==> src/rtl/vg_pkg.sv <==
package vg_pkg;
  typedef enum logic [1:0] {
    VG_IDLE  = 2'd0,
    VG_ISSUE = 2'd1,
    VG_WAIT  = 2'd2
  } vg_state_e;
endpackage

==> src/rtl/vg_lane_pick.sv <==
module vg_lane_pick #(
  parameter int LANES = 4,
  localparam int LW = (LANES > 1) ? $clog2(LANES) : 1
) (
  input  logic [LANES-1:0] pend,
  output logic [LANES-1:0] grant,
  output logic [LW-1:0]    sel,
  output logic             any
);
  // lowest pending lane wins, giving ascending issue order
  always_comb begin
    sel   = '0;
    grant = '0;
    for (int j = LANES - 1; j >= 0; j--) begin
      if (pend[j]) sel = LW'(j);
    end
    any = |pend;
    if (any) grant[sel] = 1'b1;
  end

  always_comb begin
    p_grant_onehot_r3: assert ($onehot0(grant));
    p_grant_in_pend_r3: assert ((grant & ~pend) == '0);
  end
endmodule

==> src/rtl/vg_addr_gen.sv <==
module vg_addr_gen #(
  parameter int LANES  = 4,
  parameter int ADDR_W = 32,
  parameter int IDX_W  = 16,
  parameter int DATA_W = 64,
  localparam int LW    = (LANES > 1) ? $clog2(LANES) : 1,
  localparam int SHIFT = $clog2(DATA_W / 8)
) (
  input  logic [ADDR_W-1:0]      base,
  input  logic [LANES*IDX_W-1:0] idx_vec,
  input  logic [LW-1:0]          sel,
  output logic [ADDR_W-1:0]      addr
);
  function automatic logic [ADDR_W-1:0] elem_addr(
    input logic [ADDR_W-1:0] b,
    input logic [IDX_W-1:0]  i
  );
    logic [ADDR_W+SHIFT+IDX_W-1:0] off;
    off = {{(ADDR_W+SHIFT){1'b0}}, i} << SHIFT;
    return b + off[ADDR_W-1:0];
  endfunction

  logic [ADDR_W-1:0] lane_addr [LANES];

  for (genvar g = 0; g < LANES; g++) begin : g_unpack
    assign lane_addr[g] = elem_addr(base, idx_vec[g*IDX_W +: IDX_W]);
  end

  assign addr = lane_addr[sel];
endmodule

==> src/rtl/vg_pack.sv <==
module vg_pack #(
  parameter int LANES  = 4,
  parameter int DATA_W = 64,
  localparam int LW = (LANES > 1) ? $clog2(LANES) : 1
) (
  input  logic                    clk,
  input  logic                    rst_n,
  input  logic                    wr_en,
  input  logic [LW-1:0]           wr_lane,
  input  logic [DATA_W-1:0]       wr_data,
  output logic [LANES*DATA_W-1:0] result
);
  for (genvar g = 0; g < LANES; g++) begin : g_slot
    logic hit;
    assign hit = wr_en && (wr_lane == LW'(g));
    always_ff @(posedge clk or negedge rst_n) begin
      if (!rst_n)   result[g*DATA_W +: DATA_W] <= '0;
      else if (hit) result[g*DATA_W +: DATA_W] <= wr_data;
    end
  end

  p_hold_r6: assert property (@(posedge clk) disable iff (!rst_n)
    !wr_en |=> $stable(result));
endmodule

==> src/rtl/vgather_seq.sv <==
module vgather_seq #(
  parameter int LANES  = 4,
  parameter int ADDR_W = 32,
  parameter int IDX_W  = 16,
  parameter int DATA_W = 64,
  localparam int LW = (LANES > 1) ? $clog2(LANES) : 1
) (
  input  logic                    clk,
  input  logic                    rst_n,
  input  logic                    start,
  input  logic [ADDR_W-1:0]       base_addr,
  input  logic [LANES*IDX_W-1:0]  idx_vec,
  input  logic [LANES-1:0]        lane_mask,
  output logic                    busy,
  output logic                    done,
  output logic                    rd_req,
  output logic [ADDR_W-1:0]       rd_addr,
  input  logic                    rsp_valid,
  input  logic [DATA_W-1:0]       rsp_data,
  output logic [LANES*DATA_W-1:0] result
);
  import vg_pkg::*;

  vg_state_e              state_q;
  logic [ADDR_W-1:0]      base_q;
  logic [LANES*IDX_W-1:0] idx_q;
  logic [LANES-1:0]       pend_q;
  logic [LW-1:0]          cur_q;
  logic                   done_q;

  logic [LANES-1:0] grant;
  logic [LW-1:0]    sel;
  logic             any_pend;
  logic [LANES-1:0] cur_onehot;

  // named internal events
  logic accept_start, issue_fire, rsp_take, last_take, empty_finish;

  vg_lane_pick #(.LANES(LANES)) u_pick (
    .pend(pend_q), .grant(grant), .sel(sel), .any(any_pend)
  );

  vg_addr_gen #(.LANES(LANES), .ADDR_W(ADDR_W), .IDX_W(IDX_W), .DATA_W(DATA_W)) u_addr (
    .base(base_q), .idx_vec(idx_q), .sel(sel), .addr(rd_addr)
  );

  vg_pack #(.LANES(LANES), .DATA_W(DATA_W)) u_pack (
    .clk(clk), .rst_n(rst_n), .wr_en(rsp_take), .wr_lane(cur_q),
    .wr_data(rsp_data), .result(result)
  );

  always_comb begin
    cur_onehot        = '0;
    cur_onehot[cur_q] = 1'b1;
  end

  assign accept_start = (state_q == VG_IDLE) && start;
  assign issue_fire   = (state_q == VG_ISSUE) && any_pend;
  assign empty_finish = (state_q == VG_ISSUE) && !any_pend;
  assign rsp_take     = (state_q == VG_WAIT) && rsp_valid;
  assign last_take    = rsp_take && ((pend_q & ~cur_onehot) == '0);

  always_ff @(posedge clk or negedge rst_n) begin
    if (!rst_n) begin
      state_q <= VG_IDLE;
      base_q  <= '0;
      idx_q   <= '0;
      pend_q  <= '0;
      cur_q   <= '0;
      done_q  <= 1'b0;
    end else begin
      done_q <= empty_finish || last_take;
      case (state_q)
        VG_IDLE: if (accept_start) begin
          base_q  <= base_addr;
          idx_q   <= idx_vec;
          pend_q  <= lane_mask;
          state_q <= VG_ISSUE;
        end
        VG_ISSUE: begin
          if (issue_fire) begin
            cur_q   <= sel;
            state_q <= VG_WAIT;
          end else begin
            state_q <= VG_IDLE;
          end
        end
        VG_WAIT: if (rsp_take) begin
          pend_q  <= pend_q & ~cur_onehot;
          state_q <= last_take ? VG_IDLE : VG_ISSUE;
        end
        default: state_q <= VG_IDLE;
      endcase
    end
  end

  assign busy   = (state_q != VG_IDLE);
  assign done   = done_q;
  assign rd_req = issue_fire;

  p_req_single_r4: assert property (@(posedge clk) disable iff (!rst_n)
    rd_req |=> !rd_req);
  p_no_req_in_wait_r4: assert property (@(posedge clk) disable iff (!rst_n)
    (busy && !rd_req && !rsp_valid && !done) |=> !rd_req || $past(state_q == VG_ISSUE));
  p_req_busy_r3: assert property (@(posedge clk) disable iff (!rst_n)
    rd_req |-> busy);
  p_done_pulse_r7: assert property (@(posedge clk) disable iff (!rst_n)
    done |=> !done);
  p_done_idle_r7: assert property (@(posedge clk) disable iff (!rst_n)
    done |-> !busy);
  p_start_ignored_r8: assert property (@(posedge clk) disable iff (!rst_n)
    (busy && start) |=> $stable(base_q) && $stable(idx_q));
endmodule

==> config.mk <==
export PLATFORM = sky130hd
export DESIGN_NAME = vgather_seq
export DESIGN_NICKNAME = d
export VERILOG_FILES = /design/src/rtl/vg_pkg.sv /design/src/rtl/vg_lane_pick.sv /design/src/rtl/vg_addr_gen.sv /design/src/rtl/vg_pack.sv /design/src/rtl/vgather_seq.sv
export SDC_FILE = /design/constraint.sdc
export NUM_CORES = 1
export LEC_CHECK = 0
export BUFFER_PORTS_ARGS = -buffer_cell sky130_fd_sc_hd__buf_4
export CELL_PAD_IN_SITES_DETAIL_PLACEMENT = 1
export CELL_PAD_IN_SITES_GLOBAL_PLACEMENT = 2
export CORE_ASPECT_RATIO = 1.75
export CORE_MARGIN = 3
export CORE_UTILIZATION = 38
export DETAILED_ROUTE_END_ITERATION = 8
export PLACE_DENSITY = 0.87
export SETUP_SLACK_MARGIN = 0.1
export SLEW_MARGIN = 10
export SYNTH_ARGS = -nofsm -noshare
export SYNTH_HDL_FRONTEND = slang
export SYNTH_SLANG_ARGS = --single-unit
export TNS_END_PERCENT = 100
==> constraint.sdc <==
create_clock -name clk -period 6.46 [get_ports clk]
set_input_delay 0 -clock clk [delete_from_list [all_inputs] [get_ports clk]]
set_output_delay 0 -clock clk [all_outputs]
set_load 0.01 [all_outputs]
Yosys cells after proc, flatten, opt, wreduce, memory -nomap -nowiden --
Cells that the tools add are included.
Storage, ports and cells: flip-flop bits (word level) 361, bits of input ports 168, logic and storage cells 66
Operators by class: add/subtract/negate cells 4, order comparisons 3, eq/ne operators 7, multiplexer cells 17, bitwise logic cells 3, reduce and logical (&&, ||, !) cells 22
Operators by type and width (number):
- 32-bit by 19-bit adder with 32-bit output | 4
- 32-bit binary-select mux with 2-bit select | 1
- 32-bit two-way mux | 2
- 2-bit two-way mux | 7
- 1-bit logical AND | 10
- 4-bit two-way mux | 2
- 4-bit one-hot mux with 2 select lines | 1
- 2-bit == test, second input constant | 3
- 2-bit one-hot mux with 3 select lines | 1
- 2-bit AND reduction | 3
- 4-bit AND | 1
- 2-bit by 1-bit == test with 1-bit output, second input constant | 2
- 2-bit logical NOT | 2
- 4-bit logical NOT | 1
- 2-bit != test, second input constant | 2
- 4-bit NOT | 1
- 2-bit nonzero test | 2
- 4-bit OR reduction | 1
- 3-bit greater-or-equal comparator, second input constant | 1
- 2-bit by 3-bit less-than comparator with 1-bit output, second input constant | 1
- 2-bit NOT with 3-bit output | 1
- 3-bit AND reduction | 1
- 1-bit demux with 2-bit select | 1
- 2-bit by 1-bit greater-or-equal comparator with 1-bit output, second input constant | 1
- 3 further kinds | 4

Logic depth before layout (Yosys ltp) --
depth after elaboration 11, gate-level depth with buffers 10

By module --
Synthesis repeated with hierarchy kept, for this count alone.
Unflattened totals: cells, all modules 1242, area, all modules 17216.5 um^2
Modules (own cells, without submodules):
- vg_pack | instances 1, cells each 543, area an instance 9581.7 um^2, seq. area each 6406.1 um^2
- vgather_seq | instances 1, cells each 250, area an instance 4083.9 um^2, seq. area each 2627.5 um^2
- vg_addr_gen | instances 1, cells each 438, area an instance 3490.8 um^2, seq. area each 0.0 um^2
- vg_lane_pick | instances 1, cells each 11, area an instance 60.1 um^2, seq. area each 0.0 um^2

Worst setup path before layout --
No wires, ideal clock.
kind register -> output, start point reg base_q[3], end point out rd_addr[23], data arrival time 2765 ps, required time 6460 ps, slack 3695 ps, cell stages (with the launch flop) 11, path buffers 0, cells stage by stage dfrtp_1 ha_1 fa_1 a211oi_2 o21ai_1 a221o_1 a31oi_1 a21oi_1 o311ai_4 and2_1 o22a_1
Between the ends: cells in the longest elaborated chain, start to end 4, elaborated cells on any way between the ends 7, those cells by class 4 x add/sub; 3 x mux
RTL lines:
- from (decl) | RTL line vgather_seq.sv:25 | logic [ADDR_W-1:0] base_q;
- from (signal assigned) | RTL line vgather_seq.sv:75 | base_q <= base_addr;
- 32-bit by 19-bit adder with 32-bit output | RTL line vg_addr_gen.sv:20 | return b + off[ADDR_W-1:0];
- 32-bit binary-select mux with 2-bit select * | RTL line vg_addr_gen.sv:29 | assign addr = lane_addr[sel];
- 32-bit two-way mux (not written as such) * (2 in a row) | RTL line vg_addr_gen.sv:29
- to (decl) | RTL line vgather_seq.sv:17 | output logic [ADDR_W-1:0] rd_addr,
Mark *: on every way between the ends. The rest lies on a longest branch, timed or not. The select of a mux whose other input is x is not followed.

Final worst setup path --
start point reg base_q[4], end point out rd_addr[25]
The elaborated chain is that of the path after synthesis.

==> metrics.md <==
| Metric | Value |
|---|---|
| Core box area | 44290 µm² |
| Status | completed |
| Routed wire per std cell | 24.65 µm |
| PortBufs | 458 |
| Number of remaining DRC errors | 0 |
| Worst-margin pin slew | 1037 ps |
| Largest vdd supply drop | 0.5886 mV |
| I/O pin count | 459 |
| Synth Instances | 1290 |
| # clock sinks | 361 |
| CP Data Arrival Time | roughly 4000 ps |
| Reg clk slew, reported paths | 70 ps |
| PostCTS Resize Cnt | 0 |
| Synth area leaders | dfrtp_1 53%, mux2_2 23%, ha_1 4.7%, xnor2_1 1.7%, a21oi_1 1.5% |
| Area Growth Syn to Fin | 41.31% |
| Worst setup SP type | flop |
| CTS H-tree lvls | 2 |
| Routed wire length | 62.03 mm |
| Avg Synthesized Cell Area | 13.20 µm² |
| Die area | 47500 µm² |
| Critical Path End Type | output port |
| Register area share after synthesis | 53.04% |
| Netlist cell types | 68 |
| Final min period | between 3000 and 4000 ps |
| Num rows | around 100 |
| Sw Share | 41.64% |
| Detailed Place HPWL | 44.25 mm |
| CTS tree | built |
| Nets@finish | ~2200 |
| Worst-Skew Late Latency | 540 ps |
| Remaining global-route overflow | 0 |
| GRT Overall Usage | about 26% |
| Critical path peak fanout | 9 |
| Final Cycle Share | 60.83% |
| FFs w/ async S/R, synth | 100.0% |
| Post-CTS Hold Buffers | approximately 170 |
| Top_reg_cell synth | dfrtp_1 |
| Synthesized area | 17030 µm² |
| Setup violations, final | 0 |
| FMAX | roughly 0.25 GHz |
| CTS Buffer Depth | 3 |
| Final setup skew | 29.16 ps |
| EDFF count, synth | 0 |
| Relative slew slack | 30.86% |
| First-pass GRT wire length | 94.34 mm |
| Layout cells sized above 1 | 46.70% |
| Root buffer cell | clkbuf_16 |
| Vias in the first global route | roughly 16000 |
| Internal power | 8.485 mW |
| Overall die width | approximately 170 µm |
| Final Max Slew Viols | 0 |
| Initial antenna violation count | 2 |
| Maxcap violations | 0 |
| Starting DRT DRC Count | 400 |
| Fill count | 4457 |
| Worst reg2reg path depth | 4 |
| Via total after detailed routing | 13430 |
| Cell area power density | 604.1 nW/µm² |
| Post-CTS Setup Repair Bufs | 0 |
| Synth Register Bits | 361 |
| Cells on Worst Hold Path | 4 |
| Leak Pwr | 11.46 nW |
| Most area-hungry cell type in the Yosys netlist | dfrtp_1 |
| Synthesized Nets | 1526 |
| Clock power frac | 15.5% |
| Die height | 286.1 µm |
| Power Total | 14.54 mW |
| Worst Path Required | 6460 ps |
| Crit Path Class | flop to output port |
| Seq pwr share | roughly 28% |
| Via-to-Cell Ratio | 5.336 |
| Hold Crit Class | input port to flop |
| Warnings from Yosys | 0 |
| Synth top area share | a little over half |
| Initial Utilization | 38.46% |
| Endpoints failing hold | 0 |
| CTS buffer count | 37 |
| Gate power share | a little under three fifths |
| Switching power | 6.055 mW |
| Drt pass-1 iters | 4 |
| RSZ-0062 raised after global routing | false |
| Setup TNS | 0 ps |
| Pin count of the biggest net entering global routing | around 150 |
| Gp weighted congestion | 0.9294 |
| DRT antenna net count | 0 |
## cells by family after synthesis
group | share of synthesized area (%)
compound gates | 9.616
xor+xnor | 3.034
fa+ha+maj | 5.172
buf+inv | 1.454
flops | 53.04
mux | 23.84
simple gates | 3.842
## final timing paths
check,end,startpoint,slack (ps)
max reg2reg,u_pack.result[172]$_DFFE_PN0P_,state_q[1]$_DFFE_PN0P_,3640
min in group asynchronous,idx_q[55]$_DFFE_PN0P_,rst_n,100
min,idx_q[35]$_DFFE_PN0P_,start,80
max,rd_addr[25],base_q[4]$_DFFE_PN0P_,2530
max in group asynchronous,u_pack.result[88]$_DFFE_PN0P_,rst_n,4960
min reg2reg,u_pack.result[16]$_DFFE_PN0P_,u_pack.result[16]$_DFFE_PN0P_,510
## cell type report
| type | instances | area [µm²] | area share (%) |
|---|---|---|---|
| antenna | 2 | 5.005 | 0.02079 |
| inverter | 12 | 45.04 | 0.1871 |
| clock buffer | 52 | 1062 | 4.414 |
| sequential | 361 | 9034 | 37.53 |
| multi-input combinational | 866 | 7786 | 32.35 |
| timing repair buffer | 637 | 5230 | 21.73 |
| tap | 572 | 715.7 | 2.974 |
| clock inverter | 14 | 190.2 | 0.7902 |
## power groups by stage
stage / sequential (mW) / clock [mW] / combinational [mW]
final: 4.14 / 2.26 / 8.14
after detailed placement: 4.15 / 0 / 8.01
after global routing: 4.27 / 2.41 / 8.78
after CTS: 4.14 / 2.31 / 8.15
after global placement: 4.08 / 0 / 7.83
after floorplan: 4.18 / 0 / 4.39
## placed cells by master (no fill, tap or decap), types with 24 or more instances in the layout
| cell type | synthesis | routed |
|---|---|---|
| mux2_2 | 352 | 352 |
| buf_4 | 3 | 468 |
| dlygate4sd3_1 | 0 | 166 |
| a21o_1 | 26 | 26 |
| a21oi_1 | 52 | 51 |
| dfrtp_1 | 361 | 361 |
| xor2_1 | 26 | 26 |
| ha_1 | 64 | 64 |
| nor2_1 | 41 | 39 |
| nand2_1 | 49 | 48 |
| clkbuf_16 | 0 | 37 |
| xnor2_1 | 33 | 33 |
| a211oi_1 | 24 | 24 |
| o21ai_0 | 50 | 49 |
## flip-flops by register name (all words and copies together) (netlist names)
register and flops:
done 1, cur_q 2, state_q 2, idx_q 64, u_pack.result 256, pend_q 4
base_q 32
## Yosys cell counts, types with 2 or more instances
master	count
inv_1	12
mux2_2	352
xor2_1	26
o211ai_1	7
and2_1	5
o22a_1	3
o21bai_1	10
nand3_1	9
nand2b_1	6
xnor2_1	33
fa_1	4
a31o_2	3
ha_1	64
a21o_1	26
nor3_1	4
o21a_1	9
dfrtp_1	361
a41oi_1	2
o22ai_1	5
a2111oi_0	2
or2_2	3
a2111oi_4	2
mux4_2	3
o21ai_1	7
nand2_1	49
and3_1	8
o21ai_0	50
nor2b_1	4
buf_4	3
mux2i_1	3
a22o_1	3
a31oi_1	8
a21oi_1	52
a211oi_1	24
nor4_1	2
nor2_1	41
clkbuf_1	48
nand4_1	7
## critical path: stages, from the launching register on
cell	delay (ps)
dfrtp_1	580
fa_1	580
a211oi_2	240
o21ai_1	130
a221o_1	360
a31oi_1	250
a21oi_1	140
o311ai_4	500
a21oi_1	160
xor2_1	280
buf_4	180
## per-layer routing
metal	track usage, %	vias up	share of wire, %
met2	48.53	478	54
met1	24.61	6828	33
met5	0	-	0
met4	13.11	0	5.8
li1	-	5970	-
met3	7.811	149	7.3
## stage by stage
stage	hold WS [ps]	setup slack, ps	instance area, µm²	utilization (%)	cells
6_report	77.72	2530	24070	54.35	2516
5_1_grt	64.88	2389	24070	54.35	2516
4_1_cts	106.5	2532	24040	54.29	2513
3_5_place_dp	71.12	3130	21130	47.71	2281
3_3_place_gp	68.42	3184	21130	47.71	2281
2_1_floorplan	-295.6	3695	17030	-	1290
(Power assumes the default switching activity.)
